==> config.mk <==
export PLATFORM = sky130hd
export DESIGN_NAME = ref_clk_selector
export DESIGN_NICKNAME = d
export VERILOG_FILES = /design/src/rtl/ref_sel_pkg.sv /design/src/rtl/ref_sel_qualify.sv /design/src/rtl/ref_sel_ctrl.sv /design/src/rtl/ref_sel_dp.sv /design/src/rtl/ref_clk_selector.sv
export SDC_FILE = /design/constraint.sdc
export NUM_CORES = 1
export LEC_CHECK = 0
export BUFFER_PORTS_ARGS = -buffer_cell sky130_fd_sc_hd__buf_2
export CAP_MARGIN = 20
export CORE_MARGIN = 2
export CORE_UTILIZATION = 49
export DETAILED_ROUTE_END_ITERATION = 10
export PLACE_DENSITY = 0.83
export SYNTH_ARGS = -nofsm -noshare
export SYNTH_HDL_FRONTEND = slang
export SYNTH_HIERARCHICAL = 1
export SYNTH_SLANG_ARGS = --single-unit
==> constraint.sdc <==
create_clock -name clk -period 2.6 [get_ports clk]
set_input_delay 0 -clock clk [delete_from_list [all_inputs] [get_ports clk]]
set_output_delay 0 -clock clk [all_outputs]
set_load 0.005 [all_outputs]
==> src/rtl/ref_sel_pkg.sv <==
package ref_sel_pkg;

  typedef enum logic [1:0] {
    MODE_MANUAL      = 2'b00,
    MODE_AUTO_STICKY = 2'b01,
    MODE_AUTO_REVERT = 2'b10,
    MODE_SPARE       = 2'b11
  } selMode_e;

  // Strobes from control toward the datapath
  typedef struct packed {
    logic load;      // take the new index this cycle
    logic noSource;  // nothing usable: ask for holdover
  } selStrobe_t;

endpackage

==> src/rtl/ref_sel_qualify.sv <==
module ref_sel_qualify #(
  parameter int unsigned NUM_IN = 4,
  parameter int unsigned PRIO_W = 3
) (
  input  logic [NUM_IN-1:0]        losAlarm,
  input  logic [NUM_IN-1:0]        oofAlarm,
  input  logic [NUM_IN-1:0]        losMask,
  input  logic [NUM_IN-1:0]        oofMask,
  input  logic [NUM_IN*PRIO_W-1:0] prioBus,
  input  logic                     zeroDelayEn,
  output logic [NUM_IN-1:0]        validVec,
  output logic [NUM_IN-1:0]        blockedVec,
  output logic [NUM_IN-1:0]        eligVec
);

  for (genvar g = 0; g < NUM_IN; g++) begin : g_in
    logic losHit;
    logic oofHit;
    assign losHit      = losAlarm[g] & ~losMask[g];
    assign oofHit      = oofAlarm[g] & ~oofMask[g];
    assign validVec[g] = ~(losHit | oofHit);

    // Last input doubles as the feedback path in zero-delay operation
    if (g == NUM_IN - 1) begin : g_fb
      assign blockedVec[g] = zeroDelayEn;
    end else begin : g_ref
      assign blockedVec[g] = 1'b0;
    end

    assign eligVec[g] = validVec[g] & ~blockedVec[g]
                      & (prioBus[g*PRIO_W +: PRIO_W] != '0);
  end

endmodule

==> src/rtl/ref_sel_ctrl.sv <==
module ref_sel_ctrl
  import ref_sel_pkg::*;
#(
  parameter int unsigned NUM_IN = 4,
  parameter int unsigned PRIO_W = 3,
  parameter int unsigned IDX_W  = (NUM_IN > 1) ? $clog2(NUM_IN) : 1
) (
  input  logic                     clk,
  input  logic                     rstN,
  input  logic [1:0]               modeSel,
  input  logic                     manualFromReg,
  input  logic [IDX_W-1:0]         pinSel,
  input  logic [IDX_W-1:0]         regSel,
  input  logic [NUM_IN*PRIO_W-1:0] prioBus,
  input  logic [NUM_IN-1:0]        validVec,
  input  logic [NUM_IN-1:0]        blockedVec,
  input  logic [NUM_IN-1:0]        eligVec,
  input  logic                     zeroDelayEn,
  input  logic [IDX_W-1:0]         curIdx,
  output logic [IDX_W-1:0]         nextIdx,
  output selStrobe_t               strobe
);

  selMode_e mode;
  logic autoMode;
  logic curElig;
  logic anyElig;
  logic noSource;
  logic [IDX_W-1:0]  bestIdx;
  logic [PRIO_W-1:0] bestPrio;
  logic [IDX_W-1:0]  holdIdx;
  logic [IDX_W-1:0]  reqIdx;
  logic [IDX_W-1:0]  manualIdx;

  assign mode     = selMode_e'(modeSel);
  assign autoMode = (mode == MODE_AUTO_STICKY) || (mode == MODE_AUTO_REVERT);
  assign curElig  = eligVec[curIdx];

  // Index kept when no move is wanted; a blocked current falls back to 0
  assign holdIdx   = blockedVec[curIdx] ? '0 : curIdx;
  assign reqIdx    = manualFromReg ? regSel : pinSel;
  assign manualIdx = blockedVec[reqIdx] ? holdIdx : reqIdx;

  // Ranking: smallest nonzero priority wins, strict compare keeps lower index on ties
  always_comb begin
    bestIdx  = '0;
    bestPrio = '1;
    anyElig  = 1'b0;
    for (int i = 0; i < NUM_IN; i++) begin
      if (eligVec[i] && (!anyElig || (prioBus[i*PRIO_W +: PRIO_W] < bestPrio))) begin
        anyElig  = 1'b1;
        bestPrio = prioBus[i*PRIO_W +: PRIO_W];
        bestIdx  = IDX_W'(i);
      end
    end
  end

  always_comb begin
    nextIdx  = holdIdx;
    noSource = 1'b0;
    if (!autoMode) begin
      nextIdx  = manualIdx;
      noSource = ~validVec[manualIdx];
    end else if ((mode == MODE_AUTO_STICKY) && curElig) begin
      nextIdx = curIdx;
    end else if (anyElig) begin
      nextIdx = bestIdx;
    end else begin
      nextIdx  = holdIdx;
      noSource = 1'b1;
    end
  end

  assign strobe.load     = (nextIdx != curIdx);
  assign strobe.noSource = noSource;

  // Assertion support: one cycle must pass after reset before looking back
  logic armed;
  always_ff @(posedge clk or negedge rstN) begin
    if (!rstN) armed <= 1'b0;
    else       armed <= 1'b1;
  end

  AST_FEEDBACK_NEVER_CHOSEN: assert property (@(posedge clk) disable iff (!rstN)
    (armed && $past(zeroDelayEn)) |-> (curIdx != IDX_W'(NUM_IN - 1)));

  AST_AUTO_PICKS_ELIGIBLE: assert property (@(posedge clk) disable iff (!rstN)
    (armed && $past(autoMode && anyElig)) |->
      (($past(eligVec) & (NUM_IN'(1) << curIdx)) != '0));

  AST_HOLD_KEEPS_INDEX: assert property (@(posedge clk) disable iff (!rstN)
    (armed && $past(autoMode && !anyElig && !blockedVec[curIdx])) |->
      (curIdx == $past(curIdx)));

  AST_STICKY_STAYS: assert property (@(posedge clk) disable iff (!rstN)
    (armed && $past((mode == MODE_AUTO_STICKY) && curElig)) |->
      (curIdx == $past(curIdx)));

endmodule

==> src/rtl/ref_sel_dp.sv <==
module ref_sel_dp
  import ref_sel_pkg::*;
#(
  parameter int unsigned IDX_W = 2
) (
  input  logic             clk,
  input  logic             rstN,
  input  logic [IDX_W-1:0] nextIdx,
  input  selStrobe_t       strobe,
  output logic [IDX_W-1:0] selIdx,
  output logic             switchPulse,
  output logic             holdReq
);

  always_ff @(posedge clk or negedge rstN) begin
    if (!rstN) begin
      selIdx      <= '0;
      switchPulse <= 1'b0;
      holdReq     <= 1'b0;
    end else begin
      if (strobe.load) selIdx <= nextIdx;
      switchPulse <= strobe.load;
      holdReq     <= strobe.noSource;
    end
  end

  logic armed;
  always_ff @(posedge clk or negedge rstN) begin
    if (!rstN) armed <= 1'b0;
    else       armed <= 1'b1;
  end

  AST_PULSE_MEANS_CHANGE: assert property (@(posedge clk) disable iff (!rstN)
    (armed && switchPulse) |-> (selIdx != $past(selIdx)));

  AST_CHANGE_MEANS_PULSE: assert property (@(posedge clk) disable iff (!rstN)
    (armed && (selIdx != $past(selIdx))) |-> switchPulse);

endmodule

==> src/rtl/ref_clk_selector.sv <==
module ref_clk_selector
  import ref_sel_pkg::*;
#(
  parameter int unsigned NUM_IN = 4,
  parameter int unsigned PRIO_W = 3,
  parameter int unsigned IDX_W  = (NUM_IN > 1) ? $clog2(NUM_IN) : 1
) (
  input  logic                     clk,
  input  logic                     rstN,
  input  logic [1:0]               modeSel,
  input  logic                     manualFromReg,
  input  logic [IDX_W-1:0]         pinSel,
  input  logic [IDX_W-1:0]         regSel,
  input  logic                     zeroDelayEn,
  input  logic [NUM_IN*PRIO_W-1:0] prioBus,
  input  logic [NUM_IN-1:0]        losAlarm,
  input  logic [NUM_IN-1:0]        oofAlarm,
  input  logic [NUM_IN-1:0]        losMask,
  input  logic [NUM_IN-1:0]        oofMask,
  output logic [IDX_W-1:0]         selIdx,
  output logic                     switchPulse,
  output logic                     holdReq
);

  logic [NUM_IN-1:0] validVec;
  logic [NUM_IN-1:0] blockedVec;
  logic [NUM_IN-1:0] eligVec;
  logic [IDX_W-1:0]  nextIdx;
  selStrobe_t        strobe;

  ref_sel_qualify #(.NUM_IN(NUM_IN), .PRIO_W(PRIO_W)) i_qualify (
    .losAlarm   (losAlarm),
    .oofAlarm   (oofAlarm),
    .losMask    (losMask),
    .oofMask    (oofMask),
    .prioBus    (prioBus),
    .zeroDelayEn(zeroDelayEn),
    .validVec   (validVec),
    .blockedVec (blockedVec),
    .eligVec    (eligVec)
  );

  ref_sel_ctrl #(.NUM_IN(NUM_IN), .PRIO_W(PRIO_W), .IDX_W(IDX_W)) i_ctrl (
    .clk          (clk),
    .rstN         (rstN),
    .modeSel      (modeSel),
    .manualFromReg(manualFromReg),
    .pinSel       (pinSel),
    .regSel       (regSel),
    .prioBus      (prioBus),
    .validVec     (validVec),
    .blockedVec   (blockedVec),
    .eligVec      (eligVec),
    .zeroDelayEn  (zeroDelayEn),
    .curIdx       (selIdx),
    .nextIdx      (nextIdx),
    .strobe       (strobe)
  );

  ref_sel_dp #(.IDX_W(IDX_W)) i_dp (
    .clk        (clk),
    .rstN       (rstN),
    .nextIdx    (nextIdx),
    .strobe     (strobe),
    .selIdx     (selIdx),
    .switchPulse(switchPulse),
    .holdReq    (holdReq)
  );

endmodule

==> reports/metrics.yaml <==
outcome:
  run_status: "complete, but fails checks"
  violations: "negative setup slack"
critical_path:
  worstSetupPathType: "in -> reg"
  reg2reg_depth: 7
  arrival_ns: 4.47
  startpoint: "prioBus[2]"
  critPathMaxFanout: 5
  r2r-start: "i_dp/selIdx[1]$_DFFE_PN0P_"
  critical_path_required_ns: 2.74
  reg2reg_slack_ns: -0.03
  end_kind: "register"
  start_kind: "input pin"
global_route:
  grt-ovfl-total: 0
  grt_usage_pct: 40.66
  grt_pass1_wl_mm: 7.721
  grt_max_degree: 12
  grt_pass1_vias: 1633
  antenna_found_initial: 1
logic_synthesis:
  synth_top_cell_by_area: "dfrtp_1"
  yosysTopAreaCellShare_pct: 9.592
  synth-main-ff-cell: "dfrtp_1"
  synthCells: 138
  seq_area_frac_synth_pct: 9.592
  synth_edf_count: 0
  synth_area_mm2: 0.001044
  syn_area_per_cell_um2: 7.562
  synth.top_cells.by_count: "14 x inv_1, 10 x nor2_1, 9 x nand2_1"
  async_reset_ff_share_pct: 100.0
  synth.distinct_cells: 52
  synth_area_leaders: "dfrtp_1 9.6%, mux2i_1 7.7%, ha_1 6.0%"
  synth.most_common_cell: "inv_1"
  yosys_warnings: 6
  ys_ff_latch: 4
floorplan:
  dieArea_mm2: 0.002515
  die_y_um: 50.15
  boundaryPins: 42
  initial_utilization_pct: 52.65
  core_region_area_mm2: 0.001982
  placementRows: 16
  fp.dieW_um: 50.15
placement:
  dp_hpwl_mm: 3.081
  place_ws_ns: -1.719
  gp_congestion: 0.9377
  placed_cells: 238
  io_buffers: 41
  dpl_cell_area_mm2: 0.001609
routing:
  wl_mm: 6.399
  drc: 0
  postRouteAntennaNets: 0
  vias: 1777
  avgRoutedWirePerCell_um: 25.49
  drtIter0Drc: 147
  drtPass1Iterations: 6
  drt-vias-per-instance: 7.080
timing:
  finalHoldViolations: 0
  rsz0062_at_grt: "true"
  setup_violations: 3
  fin_skew_ns: 0.005876
  worstMarginPinSlew_ns: 0.8529
  finalCritPeriodShare_pct: 166.4
  slew_headroom_pct: 43.03
  setup_slack_ns: -1.727
  fmax_mhz: 231.1
  fin_tns_setup_ns: -4.978
  slew_viol_final: 0
  min_period_ns: 4.327
  hold_slack_ns: 0.06845
cells_and_area:
  instances_no_fill: 251
  syn_to_final_growth_pct: 79.14
  final_core_util_pct: 94.32
  design_area_mm2: 0.001869
  drive_gt1_share_pct: 57.85
  nets: 268
run:
  maxCapViolCount: 0
power_and_ir_drop:
  finalPower_mw: 0.9965
  p_leak_nw: 0.9061
  power_density_mw_per_mm2: 533.1
  vdd_drop_max_mv: 0.3901
clock_network:
  cts_buffer_depth: 2
  cts_buffers: 3
  path_clk_slew_ns: 0.04
  insertion_delay_ns: 0.26
  tritoncts: "done"
  clockRootBuffer: "clkbuf_4"
  cts_sinks: 4
  htreeDepth: 1
hold_path:
  hold_path.class: "in -> async"
[cell families (layout without fill, tap and decap cells)]
family,Yosys count,in the layout,synth area share (%)
AO/OA/AOI/OAI,51,51,38.49
AND/OR/NAND/NOR,38,38,18.83
buffers and inverters,23,106,11.03
multiplexers,13,13,13.07
adder cells (fa/ha/maj),6,6,6.954
flip-flops,4,4,9.593
XOR/XNOR,2,2,1.679
other,1,4,0.3594
[flip-flops by register name, indices dropped and copies added, names as in the netlist]
name	count
i_dp/holdReq	1
i_dp/switchPulse	1
i_dp/selIdx	2
[report_power, final]
group          total, mW  internal [mW]  switching [mW]
clock network     0.0891         0.0524          0.0368
registers          0.141         0.0883          0.0529
logic              0.766          0.377           0.389
total              0.996          0.518           0.478
[path summary, 6_finish.rpt]
path | to
setup reg to reg | i_dp/selIdx[1]$_DFFE_PN0P_
min in group clk | i_dp/selIdx[0]$_DFFE_PN0P_
hold reg to reg | i_dp/selIdx[0]$_DFFE_PN0P_
hold / removal | i_dp/selIdx[0]$_DFFE_PN0P_
max in group asynchronous | i_dp/holdReq$_DFF_PN0_
setup / recovery | i_dp/selIdx[1]$_DFFE_PN0P_
[area by class of cell]
class / count / area [µm²]
tap: 27 / 33.78
timing repair buffer: 88 / 579.3
sequential: 4 / 100.1
antenna: 1 / 2.502
clock buffer: 3 / 22.52
fill: 66 / 112.6
inverter: 15 / 68.82
multi-input combinational: 113 / 1062
[cells in the final DEF, fill, tap and decap left out, drive strengths merged, types with 2 or more instances in the layout]
master and n:
buf 87, inv 15, nor2 10, nand2 9, mux2i 8, a21oi 8, nor3 7, o21ai 6
nand2b 5, mux2 5, ha 5, dfrtp 4, clkbuf 3, o211ai 3, a22oi 3, conb 3
o22ai 3, o21a 3, a221oi 3, nand4 2, a2bb2oi 2, a31oi 2, nor2b 2, o311ai 2
a21o 2, a311oi 2, a2111oi 2, a211oi 2
[critical path, stage by stage]
cell and delay, ns:
buf_2 0.12, nor3_2 0.07, a221oi_4 0.28, inv_2 0.10, a21o_4 0.21, o2bb2ai_4 0.14
nand2b_1 0.14, o31ai_4 0.12, ha_4 0.28, nor3_2 0.03, o21a_2 0.25, nor3_4 0.20
nor2_4 0.08, nor2_1 0.20, a21oi_1 0.09, ha_1 0.28, o21a_1 0.13, nor2_2 0.04
a311oi_2 0.37, buf_4 0.21, a21oi_4 0.05, or4_4 0.51, nand4_1 0.21, mux2_4 0.33
[what timing repair did]
item,4_1_cts,5_1_grt
setup endpoints to repair,3,3
hold buffers,1,0
setup buffers,4,4
pin swaps,15,17
resized for setup,16,12
hold endpoints to repair,4,0
[routing by layer]
layer	wire, µm	GRT usage [%]	up-vias
li1	-	-	692
met2	2716	69.96	210
met1	1936	42.12	779
met3	880	7.738	96
met5	0	0	-
met4	866	34.26	0
Power figures use the tool's default switching activity.
